**src/rtl/imem_pkg.sv**
```systemverilog
package imem_pkg;
    localparam int IM_DEPTH = 10;
    localparam int IM_AW    = 4;
    localparam int IM_DW    = 8;
endpackage

```
**src/rtl/imem_wbuf.sv**
```systemverilog
module imem_wbuf #(
    parameter int DW = imem_pkg::IM_DW,
    localparam int NW = DW / 2
) (
    input  logic          clk,
    input  logic          rst_n,
    input  logic [NW-1:0] nib_in,
    input  logic          ld_lo,
    input  logic          ld_hi,
    output logic [DW-1:0] word
);
    typedef struct packed {
        logic [NW-1:0] hi;
        logic [NW-1:0] lo;
    } wbuf_t;

    wbuf_t s_d, s_q;

    always_comb begin
        s_d = s_q;
        if (ld_lo) s_d.lo = nib_in;
        if (ld_hi) s_d.hi = nib_in;
    end

    always_ff @(posedge clk or negedge rst_n) begin
        if (!rst_n) s_q <= '0;
        else        s_q <= s_d;
    end

    assign word = s_q;


    lo_load_chk: assert property (@(posedge clk) disable iff (!rst_n)
        ld_lo |=> word[NW-1:0] == $past(nib_in));

    hi_keeps_lo_chk: assert property (@(posedge clk) disable iff (!rst_n)
        (ld_hi && !ld_lo) |=> $stable(word[NW-1:0]));

    hi_load_chk: assert property (@(posedge clk) disable iff (!rst_n)
        ld_hi |=> word[DW-1:NW] == $past(nib_in));

    lo_keeps_hi_chk: assert property (@(posedge clk) disable iff (!rst_n)
        (ld_lo && !ld_hi) |=> $stable(word[DW-1:NW]));
endmodule

```
**src/rtl/imem_decode.sv**
```systemverilog
module imem_decode #(
    parameter int DEPTH = imem_pkg::IM_DEPTH,
    parameter int AW    = imem_pkg::IM_AW
) (
    input  logic [AW-1:0]    pc,
    input  logic             rd_en,
    input  logic             wr_en,
    output logic [DEPTH-1:0] rd_line,
    output logic [DEPTH-1:0] wr_line
);
    logic [DEPTH-1:0] hit;

    for (genvar g = 0; g < DEPTH; g++) begin : g_loc
        assign hit[g]     = (pc == AW'(g));
        assign wr_line[g] = hit[g] & wr_en;
        assign rd_line[g] = hit[g] & rd_en & ~wr_en;
    end


    one_line_chk: assert final ($onehot0({rd_line, wr_line}));
endmodule

```
**src/rtl/imem_store.sv**
```systemverilog
module imem_store #(
    parameter int DEPTH = imem_pkg::IM_DEPTH,
    parameter int DW    = imem_pkg::IM_DW
) (
    input  logic             clk,
    input  logic             rst_n,
    input  logic [DEPTH-1:0] rd_line,
    input  logic [DEPTH-1:0] wr_line,
    input  logic [DW-1:0]    wdata,
    output logic [DW-1:0]    dout
);
    typedef struct packed {
        logic [DEPTH-1:0][DW-1:0] mem;
        logic [DW-1:0]            obuf;
    } store_t;

    store_t s_d, s_q;

    always_comb begin
        s_d = s_q;
        for (int i = 0; i < DEPTH; i++) begin
            if (wr_line[i]) s_d.mem[i] = wdata;
            if (rd_line[i]) s_d.obuf = s_q.mem[i];
        end
    end

    always_ff @(posedge clk or negedge rst_n) begin
        if (!rst_n) s_q <= '0;
        else        s_q <= s_d;
    end

    assign dout = s_q.obuf;


    no_write_stable_chk: assert property (@(posedge clk) disable iff (!rst_n)
        (wr_line == '0) |=> $stable(s_q.mem));

    no_read_hold_chk: assert property (@(posedge clk) disable iff (!rst_n)
        (rd_line == '0) |=> $stable(dout));

    for (genvar g = 0; g < DEPTH; g++) begin : g_chk

        write_lands_chk: assert property (@(posedge clk) disable iff (!rst_n)
            wr_line[g] |=> s_q.mem[g] == $past(wdata));

        read_lands_chk: assert property (@(posedge clk) disable iff (!rst_n)
            rd_line[g] |=> dout == $past(s_q.mem[g]));
    end
endmodule

```
**src/rtl/nibble_imem.sv**
```systemverilog
module nibble_imem #(
    parameter int DEPTH = imem_pkg::IM_DEPTH,
    parameter int AW    = imem_pkg::IM_AW,
    parameter int DW    = imem_pkg::IM_DW,
    localparam int NW   = DW / 2
) (
    input  logic          clk,
    input  logic          rst_n,
    input  logic [NW-1:0] nib_in,
    input  logic          ld_lo,
    input  logic          ld_hi,
    input  logic [AW-1:0] pc,
    input  logic          rd_en,
    input  logic          wr_en,
    output logic [DW-1:0] dout
);
    localparam logic [AW-1:0] LAST = AW'(DEPTH - 1);

    logic [DW-1:0]    wbuf_word;
    logic [DEPTH-1:0] rd_line;
    logic [DEPTH-1:0] wr_line;

    imem_wbuf #(.DW(DW)) u_wbuf (
        .clk(clk), .rst_n(rst_n), .nib_in(nib_in),
        .ld_lo(ld_lo), .ld_hi(ld_hi), .word(wbuf_word)
    );

    imem_decode #(.DEPTH(DEPTH), .AW(AW)) u_dec (
        .pc(pc), .rd_en(rd_en), .wr_en(wr_en),
        .rd_line(rd_line), .wr_line(wr_line)
    );

    imem_store #(.DEPTH(DEPTH), .DW(DW)) u_store (
        .clk(clk), .rst_n(rst_n), .rd_line(rd_line), .wr_line(wr_line),
        .wdata(wbuf_word), .dout(dout)
    );


    oor_no_line_chk: assert property (@(posedge clk) disable iff (!rst_n)
        (pc > LAST) |-> (rd_line == '0 && wr_line == '0));

    oor_dout_chk: assert property (@(posedge clk) disable iff (!rst_n)
        (pc > LAST) |=> $stable(dout));

    both_hold_chk: assert property (@(posedge clk) disable iff (!rst_n)
        (rd_en && wr_en) |=> $stable(dout));
endmodule

```
**config.mk**
```make
export PLATFORM = sky130hd
export DESIGN_NAME = nibble_imem
export DESIGN_NICKNAME = d
export VERILOG_FILES = /design/src/rtl/imem_pkg.sv /design/src/rtl/imem_wbuf.sv /design/src/rtl/imem_decode.sv /design/src/rtl/imem_store.sv /design/src/rtl/nibble_imem.sv
export SDC_FILE = /design/constraint.sdc
export NUM_CORES = 1
export LEC_CHECK = 0
export BUFFER_PORTS_ARGS = -buffer_cell sky130_fd_sc_hd__clkbuf_2
export CAP_MARGIN = 40
export CORE_ASPECT_RATIO = 0.7
export CORE_MARGIN = 2
export CORE_UTILIZATION = 55
export DETAILED_ROUTE_END_ITERATION = 7
export PLACE_DENSITY = 0.82
export SLEW_MARGIN = 20
export SYNTH_ARGS = -nofsm -noshare
export SYNTH_HDL_FRONTEND = slang
export SYNTH_SLANG_ARGS = --single-unit
```
**constraint.sdc**
```tcl
create_clock -name clk -period 2.6 [get_ports clk]
set_clock_uncertainty 0.05 [all_clocks]
set_input_delay 0.52 -clock clk [delete_from_list [all_inputs] [get_ports clk]]
set_output_delay 0.52 -clock clk [all_outputs]
set_load 0.05 [all_outputs]
```
; Word-level counts from Yosys, hierarchy flattened
; Cells that the tools add are included.
[word_totals]
memories = 0
romBits = 0
register_bits = 96
inputBits = 14
wordCells = 65
latchBits = 0
out_inout_bits = 8
ramBits = 0
[classes]
n_shift = 0
n_mul = 0
muxes = 10
reduce_logical = 2
order_cmp = 0
addsub = 0
n_bitwise = 31
eq_ne = 9
div_mod_pow = 0
[op_table]
columns = cell, n
row1 = $mux 8, 10
row2 = $and 1x1->1, 30
row3 = $eq 4x3->1 const B, 4
row4 = $reduce_bool 10->1, 1
row5 = $eq 4x2->1 const B, 2
row6 = $eq 4x4->1 const B, 2
row7 = $eq 4x1->1 const B, 1
row8 = $logic_not 4->1, 1
row9 = $not 1->1, 1

; Logic depth before layout (Yosys ltp)
; Gate-level depths: netlist of the first run.
[logic_depth]
depth_word = 13
depth_mapped = 7

; Cells and area by module
; A second synthesis of the first run with hierarchy kept.
[hier_totals]
hier_cells = 374
area_unflattened_um2 = 4448.0
[modules_own_cells]
columns = module, n_inst, seq_area_each_um2, cells_per_inst, area_per_inst_um2
row1 = imem_store, 1, 2202.1, 327, 3996.3
row2 = imem_wbuf, 1, 200.2, 16, 290.3
row3 = imem_decode, 1, 0.0, 31, 161.4

; Worst setup path after synthesis of the first run
; OpenSTA, ideal clock, no wires.
[synth_path]
path_kind = input port to flip-flop
from = input wr_en
to = register u_store.s_q, in the netlist u_store.dout[0]
t_arrival_ps = 1890
stages = 6
slack_ps = 526
setup_ps = 134
cell_sequence = buf_6 > nor4b_4 > o21ai_2 > a2111o_1 > a221oi_1 > o21ai_1
[synth_between]
elab_chain_cells = 11
elab_cells_between_ends = 21
classes_between = mux (9) / bitwise (11) / reduce/logical (1)
[synth_rtl]
columns = item, line
row1 = start: declaration, nibble_imem.sv:14  ; input logic wr_en,
row2 = $not 1->1 (*), imem_decode.sv:16  ; assign rd_line[g] = hit[g] & rd_en & ~wr_en;
row3 = $and 1x1->1, imem_decode.sv:16
row4 = $mux 8 (9 in series), imem_store.sv:23  ; if (rd_line[i]) s_d.obuf = s_q.mem[i];
row5 = end signal: assignment, imem_store.sv:28  ; if (!rst_n) s_q <= '0;
row6 = end signal: assignment, imem_store.sv:29  ; else s_q <= s_d;
row7 = end: declaration, imem_store.sv:17  ; store_t s_d, s_q;
; Every way passes the cells marked *; elsewhere a longest branch is shown, timed or not.
; A chain may end at the register's enable or synchronous reset.

; Worst setup path after layout of the first run
[layout_path]
from = input pc[3]
to = register u_store.s_q, in the netlist u_store.dout[5]
[layout_between]
elab_chain_cells = 12
elab_cells_between_ends = 40
classes_between = eq/ne (9) / mux (9) / bitwise (20) / reduce/logical (2)
[layout_rtl]
columns = item, line
row1 = start: declaration, nibble_imem.sv:12  ; input logic [AW-1:0] pc,
row2 = $eq 4x1->1, imem_decode.sv:14  ; assign hit[g] = (pc == AW'(g));
row3 = $and 1x1->1 (2 in series), imem_decode.sv:16
row4 = $mux 8 (9 in series), imem_store.sv:23
; Several ways; a longest one is shown, not always the timed one.

==> impl_metrics.toml, run 1 <==
[outcome]
outcome = "finished, final reports clean"

[global_routing]
grt_pass1_wl_microns = 17900
grt_pass1_vias = 3234
antenna_found_initial = 0
grt_max_degree = 59
grt.total_usage = 0.262
overflow = 0

[synthesis]
syn_inst = 376
async_flop_share = 1.00
synth_cell_types = 49
seq_area_frac_synth = 0.518
synth-seq-cells = 96
yosysWarningCount = 0
syn_area_sq_um = 4640
syn-mean-instance-area_sq_um = 12.3
synth_edf_count = 0
syn-num-nets = 390
synthFlopType = "dfrtp_1"

[sta]
worst_slew_pin_slew_ns = 0.541
fmax_ghz = 0.480
relSlewSlack = 0.636
setup-violations-final = 0
finalSetupTns_ns = 0
slew_violations = 0
rsz0062_at_grt = "false"
fin_crit_ns = 2.08
finalCritPeriodShare = 0.801
finalHoldViolCount = 0

[layout]
nFillCells = 655
drive_gt1_frac = 0.347
areaGrowthSynthToFinish_pct = 11.2
diodes = 0
fin_nets = 410

[route]
first_pass_iters = 4
vias = 3203
drt-initial-drc-count = 289
drc = 0
viasPerCell = 6.38
wl_per_cell_microns = 22.5
antenna_left = 0
wirelength_microns = 11300

[clock_tree]
htreeDepth = 3
cts_resized = 0
cts_tree = "yes"
cts-hold-fix-buffers = 0
cts.sinks = 96
clk_pin_slew_worst_paths_ns = 0.06
clkLatencyLatePin_ns = 0.34
root_buffer = "clkbuf_16"
cts_post_setup_buffers_inserted = 0
clk_path_buf_depth = 2
cts_buffers = 9

[critical_path]
rrSetupSlack_ns = 1.07
worstPathArrival_ns = 2.29
crit_type = "in2reg"
crit_path_end_kind = "flop"
reg2reg_depth = 4
worstSetupStartpointType = "input port"
crit_path_max_fanout = 14
r2r_start = "u_store.s_q[87]"
r2r_end = "u_store.dout[7]"
cp.required_ns = 2.80

[worst_hold_path]
hold_class = "in2async"

[placed_design]
hpwl_microns = 8110
portBuffers = 21
place.gp.congestion = 0.930

[power]
p_leak_nw = 2.23
power.density_nw_per_um2 = 828
vdd_drop_max_mv = 0.508
power.total_mw = 4.27

[die]
die_y_microns = 80.9
pin_count = 22
start_util = 0.577
die-area_sq_um = 9200
coreArea_sq_um = 8040
rows = 27
die_x_microns = 114

[job]
maxCapViolations = 0
[synthesized netlist by cell type, types with 2 or more instances]
cell | n | share of area
nor4_1 | 3 | 0.0040
inv_1 | 6 | 0.0049
nor2b_1 | 4 | 0.0054
dfrtp_1 | 96 | 0.52
a31oi_1 | 3 | 0.0040
mux2i_1 | 9 | 0.019
o2111ai_1 | 2 | 0.0038
a2111o_1 | 3 | 0.0073
nand2_1 | 13 | 0.011
or2_1 | 3 | 0.0040
mux2_1 | 12 | 0.029
nand3_1 | 3 | 0.0032
o221ai_1 | 8 | 0.015
clkbuf_1 | 11 | 0.0089
o21a_1 | 2 | 0.0032
buf_2 | 8 | 0.0086
mux2_2 | 73 | 0.18
a21oi_1 | 4 | 0.0043
nor2_1 | 20 | 0.016
a2111oi_0 | 3 | 0.0057
buf_4 | 12 | 0.019
nor3_1 | 11 | 0.012
and3_1 | 6 | 0.0081
nor2_2 | 2 | 0.0027
o21ai_0 | 8 | 0.0086
nand4bb_1 | 4 | 0.0097
a221o_1 | 3 | 0.0065
a222oi_1 | 3 | 0.0065
o22ai_1 | 4 | 0.0054
nor4b_1 | 2 | 0.0038
nor3_2 | 3 | 0.0065
o21ai_1 | 4 | 0.0043
nand2b_1 | 7 | 0.0094
a221oi_1 | 6 | 0.011
[area by class of cell]
cell class                      instances  area (sq um)  share of cell area
Clock inverter                          4          51.3             0.00994
Sequential cell                        96          2400               0.465
Inverter                                6          22.5             0.00436
Tap cell                              101           126              0.0245
Clock buffer                           12           256              0.0497
Timing Repair Buffer                   41           270              0.0524
Multi-Input combinational cell        242          2030               0.394
[through the flow]
step | cell area [sq um] | utilization | hold WS (ns) | cells | setup slack (ns)
3_3_place_gp | 4850 | 0.604 | 0.417 | 486 | 0.252
6_report | 5160 | 0.642 | 0.0988 | 502 | 0.518
2_1_floorplan | 4640 | - | 0.174 | 376 | 0.526
5_1_grt | 5160 | 0.642 | 0.130 | 502 | 0.438
4_1_cts | 5160 | 0.642 | 0.117 | 502 | 0.578
3_5_place_dp | 4850 | 0.604 | 0.429 | 486 | 0.209
[sequential cells by signal, indices dropped and copies added (netlist names)]
signal	flops
u_store.dout	8
u_store.s_q	80
u_wbuf.word	8
[layout by cell type (no fill, tap or decap), types with 2 or more instances in the layout]
cell,netlist,routed
nor4_1,3,3
nand2b_1,7,7
nor2_2,2,2
and3_1,6,6
nor3_1,11,11
nor4b_1,2,2
mux2_2,73,73
clkbuf_8,0,2
a21oi_1,4,4
a2111o_1,3,3
a2111oi_0,3,3
nor3_2,3,3
a221oi_1,6,6
nor2b_1,4,4
a221o_1,3,3
o22ai_1,4,4
nand4bb_1,4,4
o221ai_1,8,8
dfrtp_1,96,96
inv_1,6,6
nand2_1,13,13
clkbuf_2,0,20
o21a_1,2,2
clkbuf_16,0,9
mux2_1,12,12
buf_4,12,20
nor2_1,20,20
o21ai_1,4,4
a222oi_1,3,3
mux2i_1,9,9
nand3_1,3,3
o21ai_0,8,8
a31oi_1,3,3
or2_1,3,3
o2111ai_1,2,2
[layer usage]
| metal | share of wire | wire, microns | track usage | up-vias |
|---|---|---|---|---|
| li1 | - | - | - | 1425 |
| met1 | 0.48 | 5380 | 0.388 | 1635 |
| met2 | 0.44 | 4930 | 0.395 | 135 |
| met3 | 0.084 | 948 | 0.0739 | 8 |
| met4 | 0.0057 | 65 | 0.0427 | 0 |
| met5 | 0 | 0 | 0 | - |
[power breakdown]
group / total [mW] / switching [mW] / internal (mW)
clock: 1.35 / 0.551 / 0.800
sequential: 2.14 / 0.271 / 1.87
combinational: 0.784 / 0.388 / 0.396
[worst max-delay path by stage]
stage,start,cells after the start,end,slack (ns)
finish,pc[3],7,u_store.dout[5],0.52
floorplan,wr_en,6,u_store.dout[0],0.53
CTS,wr_en,6,u_store.dout[7],0.58
detailed placement,pc[2],6,u_store.dout[7],0.21
global placement,pc[3],7,u_store.dout[5],0.25
global route,pc[2],6,u_store.dout[7],0.44
[cells by family (layout without fill, tap and decap cells)]
group | after synthesis | in the layout | share of synthesized area
compound gates | 55 | 55 | 0.0898
buf+inv | 38 | 63 | 0.0442
mux | 94 | 94 | 0.226
flops | 96 | 96 | 0.518
simple gates | 93 | 93 | 0.123
[critical path: stages]
cell and delay (ns):
clkbuf_2 0.29, or2_1 0.38, buf_4 0.22, nor3_1 0.06, buf_4 0.15, or4_1 0.50
a31oi_1 0.17
No activity file was read; power rests on OpenSTA's default activity.
==> run 2, diff against run 1 <==
==> constraint.sdc (replaced) <==
create_clock -name clk -period 2 [get_ports clk]
set_clock_uncertainty 0.05 [all_clocks]
set_input_delay 0.4 -clock clk [delete_from_list [all_inputs] [get_ports clk]]
set_output_delay 0.4 -clock clk [all_outputs]
set_load 0.05 [all_outputs]
==> run 2 against run 1 <==
Utilization up 3.7 points. Largest cell class unchanged. Combinational power up 35%. Critical path depth decreased by 1. Global-route usage up 1.4 points. Final cell count up 7.0%. Critical path type unchanged.
==> impl_metrics.toml, run 2 (synthesized netlist as in run 1, its figures left out) <==
[critical_path]
crit_path_max_fanout = 7
critPathTopFamily = "compound AO/OA/AOI/OAI gates"
cp_num_cells = 6
worst-path-buf-inv = 1
cp_cell_sequence = "clkbuf_2 > and4bb_1 > and3_1 > a221o_1 > a2111oi_0 > a21oi_1"
cpPeakStageDelay_ns = 0.40
crit_type = "in2reg"
cp_slowest_cell = "a2111oi_0"
worstPathArrival_ns = 1.94
worstSetupStartpointType = "input port"
crit_path_end_kind = "flop"
cp.required_ns = 2.17
reg2reg_depth = 5

[sta]
relSlewSlack = 0.611
fmax_ghz = 0.563
slew_violations = 0
setup-violations-final = 0
fin_crit_ns = 1.78
finalCritPeriodShare = 0.888
finalHoldViolCount = 0
worst_slew_pin_slew_ns = 0.583
rsz0062_at_grt = "false"
finalSetupTns_ns = 0

[die]
pin_count = 22
die-area_sq_um = 9200
start_util = 0.577
die_x_microns = 114
rows = 27
coreArea_sq_um = 8040
die_y_microns = 80.9

[power]
p_leak_nw = 2.41
vdd_drop_max_mv = 0.716
switching_share = 0.283
clkPwrFrac = 0.313
power.density_nw_per_um2 = 1030
p_seq_frac = 0.497
net-switching-power_mw = 1.59
p_int_mw = 4.02
p_comb_frac = 0.189

[outcome]
outcome = "finished, final reports clean"

[global_routing]
grtUsageMet2 = 0.425
grt_pass1_vias = 3529
grt.total_usage = 0.276
gr-max-usage-layer = "met2"
grtUsageMet1 = 0.377
grt_pass1_wl_microns = 18800
use_met3 = 0.0776
overflow = 0
antenna_found_initial = 0
grt_max_degree = 97

[clock_tree]
cts_post_setup_buffers_inserted = 0
cts.sinks = 96
clk_path_buf_depth = 2
clk_pin_slew_worst_paths_ns = 0.06
cts_tree = "yes"
root_buffer = "clkbuf_16"
cts_buffers = 9
cts-hold-fix-buffers = 0
cts_resized = 0
clkLatencyLatePin_ns = 0.34
htreeDepth = 3

[layout]
fin_nets = 445
regMostFlops = "u_store.s_q"
final_common_cell = "dfrtp_1"
drive_gt1_frac = 0.399
areaGrowthSynthToFinish_pct = 17.7
diodes = 0
largest_reg_flops = 80
instances_no_fill = 537
most-common-layout-cells = "dfrtp_1 (96), mux2_2 (73), buf_4 (52), nor2_1 (20), clkbuf_2 (20)"

[route]
first_pass_iters = 5
drc = 0
vias = 3339
wirelength_microns = 11700
viasPerCell = 6.22
wl_per_cell_microns = 21.8
drt-initial-drc-count = 319
antenna_left = 0

[worst_hold_path]
hold_class = "in2async"

[job]
maxCapViolations = 0

[placed_design]
hpwl_microns = 8500
portBuffers = 21
placed_cells = 521
place.gp.congestion = 0.905
==> run 2: changes by cell type in the layout (fill, tap and decap cells not counted) <==
cell and change:
buf_12 +3, buf_4 +32
==> run 2: power groups by stage <==
stage / logic (mW) / clock network, mW / registers [mW]
floorplan: 0.881 / 0 / 2.63
global placement: 1.02 / 0 / 2.78
detailed placement: 1.06 / 0 / 2.81
CTS: 1.07 / 1.78 / 2.78
global route: 1.15 / 1.86 / 2.84
finish: 1.06 / 1.75 / 2.79
==> run 2: metrics by stage <==
step	setup slack (ns)	instance area, sq um	hold WS, ns	total power, mW	utilization
floorplan	0.0459	4640	0.0544	3.51	-
global placement	-0.0410	5150	0.417	3.80	0.641
detailed placement	-0.115	5150	0.420	3.87	0.641
CTS	0.243	5460	0.0795	5.62	0.679
global route	0.0907	5460	0.0977	5.85	0.679
finish	0.225	5460	0.0360	5.60	0.679
==> run 2: path summary, 6_finish.rpt <==
check,from,to,slack [ns]
max reg2reg,u_store.s_q[36],u_store.dout[4],0.41
min reg2reg,u_store.s_q[17],u_store.s_q[17],0.43
min,rst_n,u_store.s_q[37],0.04
max,pc[2],u_store.dout[2],0.22
min in group clk,nib_in[0],u_wbuf.word[4],0.25
max in group asynchronous,rst_n,u_store.s_q[39],1.46
==> run 2: layer usage <==
layer	wire, microns	up-vias
met5	0	-
li1	-	1506
met2	5160	133
met3	942	25
met1	5300	1675
met4	301	0
==> run 2: area by class of cell <==
class                           instances  area [sq um]
Clock buffer                           12           256
Tap cell                              101           126
Inverter                                6          22.5
Sequential cell                        96          2400
Timing Repair Buffer                   76           571
Multi-Input combinational cell        242          2030
Fill cell                             595          2580
Clock inverter                          4          51.3
==> run 3, diff against run 2 <==
--- a/config.mk
+++ b/config.mk
@@ -11,7 +11,7 @@
 export CORE_MARGIN = 2
 export CORE_UTILIZATION = 55
 export DETAILED_ROUTE_END_ITERATION = 7
-export PLACE_DENSITY = 0.82
+export PLACE_DENSITY = 0.84
 export SLEW_MARGIN = 20
 export SYNTH_ARGS = -nofsm -noshare
 export SYNTH_HDL_FRONTEND = slang
==> constraint.sdc (replaced) <==
create_clock -name clk -period 1.6 [get_ports clk]
set_clock_uncertainty 0.05 [all_clocks]
set_input_delay 0.32 -clock clk [delete_from_list [all_inputs] [get_ports clk]]
set_output_delay 0.32 -clock clk [all_outputs]
set_load 0.05 [all_outputs]
==> run 3 against run 2 <==
First-iteration DRC count down 16%. Die area did not move. Via count rose by 6.5%. Clock-buffer cell count fell by 1. Combinational power rose by 47%. Global-route usage grew 1.8 points. The flow now finishes with violations (setup timing). Largest power group unchanged. Sequential share of layout area decreased by 3.5 points.
==> impl_metrics.toml, run 3 (synthesized netlist as in run 1, its figures left out) <==
[layout]
drive_gt1_frac = 0.496
diodes = 0
nFillCells = 502
instances_no_fill = 555
most-common-layout-cells = "dfrtp_1 (96), mux2_2 (67), buf_4 (63), nor2_1 (18), clkbuf_2 (16)"
fin_nets = 463
largest_reg_flops = 80
areaGrowthSynthToFinish_pct = 28.0
final_common_cell = "dfrtp_1"
regMostFlops = "u_store.s_q"

[clock_tree]
root_buffer = "clkbuf_16"
cts.sinks = 96
htreeDepth = 3
clkLatencyLatePin_ns = 0.35
cts_buffers = 9
cts_tree = "yes"
clk_pin_slew_worst_paths_ns = 0.06
clk_path_buf_depth = 2

[power]
vdd_drop_max_mv = 0.889
power.density_nw_per_um2 = 1230
p_leak_nw = 2.63
power.total_mw = 7.33

[route]
antenna_left = 0
vias = 3555
wirelength_microns = 12800
viasPerCell = 6.41
drc = 0
wl_per_cell_microns = 23.1
first_pass_iters = 5
drt-initial-drc-count = 269

[die]
die_y_microns = 80.9
rows = 27
die_x_microns = 114
pin_count = 22
die-area_sq_um = 9200
coreArea_sq_um = 8040
start_util = 0.577

[sta]
fmax_ghz = 0.622
setup-violations-final = 1
worst_slack_ns = -0.00889
fin_crit_ns = 1.61
slew_violations = 0
worst_slew_pin_slew_ns = 0.597
finalCritPeriodShare = 1.01
relSlewSlack = 0.602
hold_slack_ns = 0.166
rsz0062_at_grt = "true"
finalHoldViolCount = 0

[critical_path]
rrSetupSlack_ns = 0.04
worstSetupStartpointType = "input port"
crit_path_max_fanout = 7
r2r_start = "u_store.s_q[22]"
cp.required_ns = 1.75
reg2reg_depth = 6
worstPathArrival_ns = 1.76
crit_path_end_kind = "flop"
r2r_end = "u_store.dout[6]"
crit_type = "in2reg"

[placed_design]
hpwl_microns = 9000
pre_cts_slack_ns = -0.312
placed_cells = 533
place.gp.congestion = 0.958
portBuffers = 21

[worst_hold_path]
min_to = "u_wbuf.word[2]"
hold_start = "nib_in[2]"
hold_class = "in2reg"
holdPathStages = 2

[outcome]
outcome = "finished, violations left"
violations = "setup timing"

[global_routing]
antenna_found_initial = 0
overflow = 0
grt_pass1_wl_microns = 19900
grt_max_degree = 38
grt.total_usage = 0.294
grt_pass1_vias = 3691

[job]
maxCapViolations = 0
==> run 3: final cells by class <==
cell class	count	area, sq um	area share
clock inverter	5	62.6	0.0105
timing repair buffer	94	793	0.134
multi-input combinational	242	2280	0.384
tap	101	126	0.0213
sequential	96	2400	0.404
inverter	6	22.5	0.00379
clock buffer	11	253	0.0426
==> run 3: timing repair <==
item,in CTS,in global routing
endpoints found under the hold margin,23,0
setup endpoints to repair,0,29
hold buffers,1,0
setup buffers,0,5
gates resized for setup,0,31
==> run 3: worst max-delay path by stage <==
stage,from,depth (start not counted),to
final,pc[3],7,u_store.dout[6]
after global routing,pc[0],7,u_store.dout[5]
after detailed placement,pc[2],7,u_store.s_q[30]
after global placement,wr_en,6,u_store.dout[5]
after CTS,wr_en,8,u_store.dout[2]
after floorplan,wr_en,6,u_store.dout[0]
==> run 3: worst max-delay path, stage by stage <==
cell,delay [ns]
buf_4,0.14
nor4b_4,0.34
o21ai_2,0.15
a221o_1,0.36
nor4_1,0.21
buf_4,0.17
o32ai_2,0.07
==> run 3: layer usage <==
| layer | routed length (microns) | vias to the layer above | global-route usage |
|---|---|---|---|
| met5 | 0 | - | 0 |
| met4 | 287 | 0 | 0.0841 |
| met3 | 948 | 32 | 0.0858 |
| met2 | 5890 | 142 | 0.467 |
| met1 | 5690 | 1842 | 0.399 |
| li1 | - | 1539 | - |
==> run 3: power by group <==
| part | leakage [nW] | internal, mW | switching [mW] |
|---|---|---|---|
| Sequential | 1.17 | 3.04 | 0.479 |
| Clock | 0.154 | 1.31 | 0.937 |
| Combinational | 1.30 | 0.830 | 0.732 |
| Total | 2.63 | 5.18 | 2.15 |
==> run 3: metrics by stage <==
stage	cell area (sq um)	TNS [ns]	utilization
2_1_floorplan	4850	-2.16	-
3_3_place_gp	5470	-16.43	0.680
3_5_place_dp	5470	-19.75	0.680
4_1_cts	5790	0	0.721
5_1_grt	5940	-0.311	0.739
6_report	5940	-0.00889	0.739
